[src/rtl/spi_cfg_pkg.sv]
package spi_cfg_pkg;

    typedef enum logic [1:0] {
        XS_IDLE = 2'd0,
        XS_LEAD = 2'd1,
        XS_RUN  = 2'd2,
        XS_TAIL = 2'd3
    } xfer_state_e;

    // Number of clock edges in a frame of the given byte width.
    function automatic int frame_edges(input int bits);
        return 2 * bits;
    endfunction

endpackage

[src/rtl/spi_half_tick.sv]
module spi_half_tick #(
    parameter int DIV_W = 16
) (
    input  logic             clk_i,
    input  logic             rst_ni,
    input  logic             run_i,
    input  logic [DIV_W-1:0] limit_i,
    output logic             tick_o
);

    typedef struct packed {
        logic [DIV_W-1:0] count;
    } tick_regs_t;

    tick_regs_t r_q, r_d;
    logic       at_limit;

    assign at_limit = (r_q.count == limit_i);
    assign tick_o   = run_i && at_limit;

    always_comb begin
        r_d = r_q;
        if (!run_i || at_limit) begin
            r_d.count = '0;
        end else begin
            r_d.count = r_q.count + 1'b1;
        end
    end

    always_ff @(posedge clk_i or negedge rst_ni) begin
        if (!rst_ni) begin
            r_q <= '0;
        end else begin
            r_q <= r_d;
        end
    end

    AST_COUNT_BOUND: assert property (@(posedge clk_i) disable iff (!rst_ni)
        run_i && $past(run_i) && $stable(limit_i) |-> r_q.count <= limit_i);

endmodule

[src/rtl/spi_bit_shifter.sv]
module spi_bit_shifter #(
    parameter int BYTE_W = 8
) (
    input  logic              clk_i,
    input  logic              rst_ni,
    input  logic              load_i,
    input  logic              early_i,
    input  logic [BYTE_W-1:0] tx_i,
    input  logic              out_shift_i,
    input  logic              in_shift_i,
    input  logic              miso_i,
    output logic              bit_o,
    output logic [BYTE_W-1:0] rx_o
);

    localparam int SH_W = BYTE_W + 1;

    typedef struct packed {
        logic [SH_W-1:0]   sh;
        logic [BYTE_W-1:0] rx;
    } shift_regs_t;

    shift_regs_t r_q, r_d;

    always_comb begin
        r_d = r_q;
        if (load_i) begin
            // early: first bit on the line at once; otherwise a leading 1 holds the line high
            r_d.sh = early_i ? {tx_i, 1'b1} : {1'b1, tx_i};
        end else if (out_shift_i) begin
            r_d.sh = {r_q.sh[SH_W-2:0], 1'b1};
        end
        if (in_shift_i) begin
            r_d.rx = {r_q.rx[BYTE_W-2:0], miso_i};
        end
    end

    always_ff @(posedge clk_i or negedge rst_ni) begin
        if (!rst_ni) begin
            r_q <= '1;
        end else begin
            r_q <= r_d;
        end
    end

    assign bit_o = r_q.sh[SH_W-1];
    assign rx_o  = r_q.rx;

endmodule

[src/rtl/spi_byte_master.sv]
module spi_byte_master
    import spi_cfg_pkg::*;
#(
    parameter int DIV_W  = 16,
    parameter int BYTE_W = 8
) (
    input  logic              clk_i,
    input  logic              rst_ni,
    input  logic              cfg_ckp_i,
    input  logic              cfg_cke_i,
    input  logic [DIV_W-1:0]  cfg_div_i,
    input  logic              start_i,
    input  logic [BYTE_W-1:0] tx_data_i,
    output logic [BYTE_W-1:0] rx_data_o,
    output logic              done_o,
    output logic              busy_o,
    output logic              cs_n_o,
    output logic              sck_o,
    output logic              mosi_o,
    input  logic              miso_i
);

    localparam int EDGE_N = frame_edges(BYTE_W);
    localparam int EW     = $clog2(EDGE_N);
    localparam int SW     = $clog2(BYTE_W + 1);

    typedef struct packed {
        xfer_state_e       state;
        logic              ckp;
        logic              cke;
        logic [DIV_W-1:0]  div;
        logic              sck;
        logic [EW-1:0]     edge_ix;
        logic [SW-1:0]     samples;
        logic              pend;
        logic              done;
        logic [BYTE_W-1:0] rx;
    } ctl_regs_t;

    ctl_regs_t r_q, r_d;

    logic              tick;
    logic              run;
    logic              accept;
    logic              edge_fire;
    logic              leading;
    logic              out_shift;
    logic              in_shift;
    logic              shift_bit;
    logic [BYTE_W-1:0] shift_rx;

    assign run       = (r_q.state != XS_IDLE);
    assign accept    = (r_q.state == XS_IDLE) && start_i;
    assign edge_fire = tick && ((r_q.state == XS_LEAD) || (r_q.state == XS_RUN));
    assign leading   = ~r_q.edge_ix[0];
    assign out_shift = edge_fire && (r_q.cke ? !leading : leading);
    assign in_shift  = edge_fire && (r_q.cke ? leading : !leading);

    spi_half_tick #(.DIV_W(DIV_W)) u_tick (
        .clk_i   (clk_i),
        .rst_ni  (rst_ni),
        .run_i   (run),
        .limit_i (r_q.div),
        .tick_o  (tick)
    );

    spi_bit_shifter #(.BYTE_W(BYTE_W)) u_shift (
        .clk_i       (clk_i),
        .rst_ni      (rst_ni),
        .load_i      (accept),
        .early_i     (cfg_cke_i),
        .tx_i        (tx_data_i),
        .out_shift_i (out_shift),
        .in_shift_i  (in_shift),
        .miso_i      (miso_i),
        .bit_o       (shift_bit),
        .rx_o        (shift_rx)
    );

    always_comb begin
        r_d      = r_q;
        r_d.done = 1'b0;
        r_d.pend = 1'b0;

        unique case (r_q.state)
            XS_IDLE: begin
                r_d.sck = cfg_ckp_i;
                if (start_i) begin
                    r_d.state   = XS_LEAD;
                    r_d.ckp     = cfg_ckp_i;
                    r_d.cke     = cfg_cke_i;
                    r_d.div     = cfg_div_i;
                    r_d.edge_ix = '0;
                    r_d.samples = '0;
                end
            end
            XS_LEAD, XS_RUN: begin
                if (edge_fire) begin
                    r_d.sck     = ~r_q.sck;
                    r_d.edge_ix = r_q.edge_ix + 1'b1;
                    r_d.state   = (r_q.edge_ix == EW'(EDGE_N - 1)) ? XS_TAIL : XS_RUN;
                end
            end
            XS_TAIL: begin
                if (tick) begin
                    r_d.state = XS_IDLE;
                end
            end
            default: r_d.state = XS_IDLE;
        endcase

        if (in_shift) begin
            r_d.samples = r_q.samples + 1'b1;
            r_d.pend    = (r_q.samples == SW'(BYTE_W - 1));
        end
        if (r_q.pend) begin
            r_d.done = 1'b1;
            r_d.rx   = shift_rx;
        end
    end

    always_ff @(posedge clk_i or negedge rst_ni) begin
        if (!rst_ni) begin
            r_q       <= '0;
            r_q.state <= XS_IDLE;
        end else begin
            r_q <= r_d;
        end
    end

    assign busy_o    = run;
    assign cs_n_o    = !run;
    assign sck_o     = r_q.sck;
    assign mosi_o    = run ? shift_bit : 1'b1;
    assign done_o    = r_q.done;
    assign rx_data_o = r_q.rx;

    AST_MOSI_ON_EDGE: assert property (@(posedge clk_i) disable iff (!rst_ni)
        busy_o && $past(busy_o) && !$stable(mosi_o) |-> !$stable(sck_o));
    AST_CKE1_TRAIL: assert property (@(posedge clk_i) disable iff (!rst_ni)
        busy_o && $past(busy_o) && r_q.cke && !$stable(mosi_o) |-> sck_o == r_q.ckp);
    AST_CKE0_LEAD: assert property (@(posedge clk_i) disable iff (!rst_ni)
        busy_o && $past(busy_o) && !r_q.cke && !$stable(mosi_o) |-> sck_o != r_q.ckp);
    AST_SCK_RESTS: assert property (@(posedge clk_i) disable iff (!rst_ni)
        $fell(busy_o) |-> $past(sck_o) == r_q.ckp);
    AST_EDGE_ON_TICK: assert property (@(posedge clk_i) disable iff (!rst_ni)
        busy_o && $past(busy_o) && !$stable(sck_o) |-> $past(tick));
    AST_DONE_PULSE: assert property (@(posedge clk_i) disable iff (!rst_ni)
        done_o |=> !done_o);
    AST_START_IGNORED: assert property (@(posedge clk_i) disable iff (!rst_ni)
        busy_o && start_i |=> $stable(r_q.div) && $stable(r_q.cke) && $stable(r_q.ckp));

endmodule

[config.mk]
export PLATFORM = sky130hd
export DESIGN_NAME = spi_byte_master
export DESIGN_NICKNAME = d
export VERILOG_FILES = /design/src/rtl/spi_cfg_pkg.sv /design/src/rtl/spi_half_tick.sv /design/src/rtl/spi_bit_shifter.sv /design/src/rtl/spi_byte_master.sv
export SDC_FILE = /design/constraint.sdc
export NUM_CORES = 1
export LEC_CHECK = 0
export CORE_ASPECT_RATIO = 1.4
export CORE_MARGIN = 10
export CORE_UTILIZATION = 56
export CTS_CLUSTER_SIZE = 14
export DETAILED_ROUTE_END_ITERATION = 10
export PLACE_DENSITY = 0.8
export SETUP_SLACK_MARGIN = 0.05
export SLEW_MARGIN = 20
export SYNTH_ARGS = -nofsm -noshare
export SYNTH_HDL_FRONTEND = slang
export SYNTH_SLANG_ARGS = --single-unit
[constraint.sdc]
create_clock -name clk_i -period 2.2 [get_ports clk_i]
set_clock_uncertainty 0.05 [all_clocks]
set_input_delay 0.66 -clock clk_i [delete_from_list [all_inputs] [get_ports clk_i]]
set_output_delay 0.66 -clock clk_i [all_outputs]
set_load 0.1 [all_outputs]
==> results.md <==
* Outcome: completed
* Routability Congestion at 0.808
* Number of routed nets with antenna violations at 0
* Synth unique cells at 41
* Post-Syn Area at 3570 µm²
* Reg2reg setup slack at 0.11 ns
* Number of hold buffers added after CTS at 0
* Largest net degree at the start of global routing at 72
* Fillers at 454
* IO Port Bufs at 42
* Syn_area_per_cell at 10.3 µm²
* Overflow after GRT at 0
* Crit path required time at 1.49 ns
* CTS sink count at 71
* Number of vias per cell at 5.59
* Worst-path clk slew at 0.07 ns
* Number of endpoints failing setup at the final stage at 0
* Rows at 34
* Pre-antenna DRT Iters at 4
* Area growth from synthesis to layout at 24.4%
* Async set-reset flop share out of synthesis at 100%
* Commonest cells after routing, fill and taps aside: nand2_1, dfrtp_1, clkdlybuf4s50_1
* CTS tree: built
* Routed length per placed instance at 15.9 µm
* Fmax at 475 MHz
* Clock Latency Late Sink at 0.34 ns
* # DRC at 0
* Antenna violations before repair at 0
* RSZ-0062 raised after global routing: false
* Global-route wire length before repair at 12.8 mm
* Final Cycle Share at 95.8%
* Max cap viols at 0
* CP Max Fanout at 4
* Fin util at 71.4%
* CP Launch Type: register
* Worst hold path class: in2async
* Leading area contributor after synthesis: dfrtp_1
* Total vias in the final route at 2650
* Commonest non-fill, non-tap cell in the layout: nand2_1
* EDFF count, synth at 0
* Peak supply drop at 1.22 mV
* Yosys top cell area share at 37.9%
* IO Pins at 43
* Die area at 10000 µm²
* Hold Violations, Final at 0
* Sequential element share of the synthesized area at 50.4%
* Synth top area cells: dfrtp_1, dfstp_2, nand2_1
* Worst Setup EP: mosi_o
* Core Area at 6210 µm²
* Total CTS buffers at 9
* P per Cell Area at 999 nW/µm²
* Critical path class: reg2out
* Period minus WS final at 2.11 ns
* Ys Warns at 0
* WL final at 7.54 mm
* Register bit total from synthesis at 71
* Die H at 114 µm
* Register area at 1800 µm²
* Share of cells above drive strength 1 at 23.4%
* Setup TNS at 0 ns
* Initial Util at 57.4%
* Slew Viols, Final at 0
* Final HPWL DP at 5.32 mm
* Area of the multi-input gates at 1620 µm²
* Critical Path Source: r_q[38]
* Syn_nets at 382
* CTS Root Cell: clkbuf_8
* Max-slew headroom at 67.5%
* Total track usage at 15.7%
* Post-Syn Instances at 346
* Worst Reg-to-Reg Cells at 7
* Crit end category: output pin
* Die X at 87.4 µm
* Reg-to-reg startpoint: u_tick.r_q[8]
* Ys flop type: dfrtp_1
* Vias in the first global route at 2737
* RR Endpoint: r_q[12]
* Lkg Pwr at 2.05 nW
* CTS Buffer Depth at 2
* Worst Path Arrival at 1.40 ns
* Number of H-tree levels at 3
* Nets at 433
* Diode count at 0
* Initial DRC count at 213
* Slew at the pin closest to its max-slew limit at 0.486 ns
[worst min-delay path by stage]
stage	to	depth (start not counted)	from	slack, ns
after detailed placement	r_q[9]	1	r_q[13]	0.42
after global routing	r_q[37]	2	rst_ni	0.30
after global placement	r_q[34]	2	r_q[34]	0.43
after CTS	r_q[37]	2	rst_ni	0.30
final	r_q[16]	2	rst_ni	0.28
after floorplan	done_o	0	r_q[9]	0.30
[cells by family (layout without fill, tap and decap cells)]
| kind of cell | after synthesis | count (layout) | synth area share, % |
|---|---|---|---|
| xor gates and xnor gates | 32 | 32 | 7.86 |
| and+or+nand+nor | 130 | 131 | 17.2 |
| DFF | 71 | 71 | 50.4 |
| muxes | 26 | 26 | 8.70 |
| buffers and inverters | 32 | 87 | 5.26 |
| adders and majority gates | 6 | 6 | 2.11 |
| AOI/OAI and AO/OA | 49 | 49 | 8.49 |
[layer usage]
| metal | vias up | GRT usage [%] | part of all wire [%] |
|---|---|---|---|
| li1 | 1296 | - | - |
| met1 | 1295 | 18.9 | 44 |
| met2 | 52 | 26.0 | 51 |
| met3 | 7 | 3.92 | 4.3 |
| met4 | 0 | 6.50 | 0.99 |
| met5 | - | 0 | 0 |
[cell type report]
class | instances | area share, %
clock buffers | 15 | 3.75
clock inverters | 1 | 0.113
flip-flops and latches | 71 | 40.5
inverters | 6 | 0.508
repair buffers | 65 | 16.6
multi-input cells | 244 | 36.5
well taps | 72 | 2.03
[cell usage after synthesis (2+ instances only)]
| master | instances |
|---|---|
| dfstp_2 | 17 |
| buf_4 | 9 |
| and3_1 | 5 |
| xnor2_1 | 8 |
| nor3b_1 | 2 |
| a311oi_1 | 2 |
| nand2_1 | 62 |
| buf_6 | 2 |
| dfrtp_1 | 54 |
| nand4_1 | 4 |
| mux2i_1 | 10 |
| a31oi_1 | 10 |
| nor3_1 | 7 |
| nand3_1 | 10 |
| or3_1 | 2 |
| and4_1 | 4 |
| clkbuf_1 | 10 |
| inv_1 | 6 |
| a211oi_1 | 4 |
| nor4_1 | 4 |
| mux2_2 | 8 |
| nor2b_1 | 2 |
| o21ai_0 | 12 |
| buf_2 | 2 |
| nor2_1 | 20 |
| buf_1 | 2 |
| xor2_1 | 24 |
| ha_1 | 6 |
| a22oi_1 | 7 |
| nand2b_1 | 3 |
| mux2_4 | 8 |
| a21oi_1 | 11 |
[sequential cells by signal, indices dropped and copies added, names as in the netlist]
register and flops:
u_shift.rx_o 8, rx_data_o 8, u_shift.r_q 8, sck_o 1
done_o 1, u_shift.bit_o 1, r_q 28, u_tick.r_q 16
[worst max-delay path: stages (launching register included)]
cell and delay [ns]:
dfrtp_1 0.41, inv_2 0.07, ha_4 0.17, or2_4 0.23
buf_12 0.16
[power by group]
group	switching, mW	internal, mW
clock	0.438	0.472
combinational	0.998	0.685
sequential	0.206	1.63
total	1.64	2.79
[repair_timing]
action | 4_1_cts | 5_1_grt
pin swaps | 2 | 3
setup buffers | 2 | 3
cloned | 1 | 0
endpoints found under the setup margin | 11 | 16
gates resized for setup | 1 | 7
[stage by stage]
step	hold slack, ns	instance area, µm²	std cells	worst slack [ns]	power [mW]
final	0.275	4440	474	0.0930	4.43
after detailed placement	0.420	4200	452	-0.0149	3.47
after CTS	0.299	4400	471	0.0560	4.42
after global placement	0.429	4200	452	0.0606	3.41
after global routing	0.305	4440	474	0.0268	4.72
after floorplan	0.302	3590	346	0.0923	2.89
No activity file was read; power rests on OpenSTA's default activity.
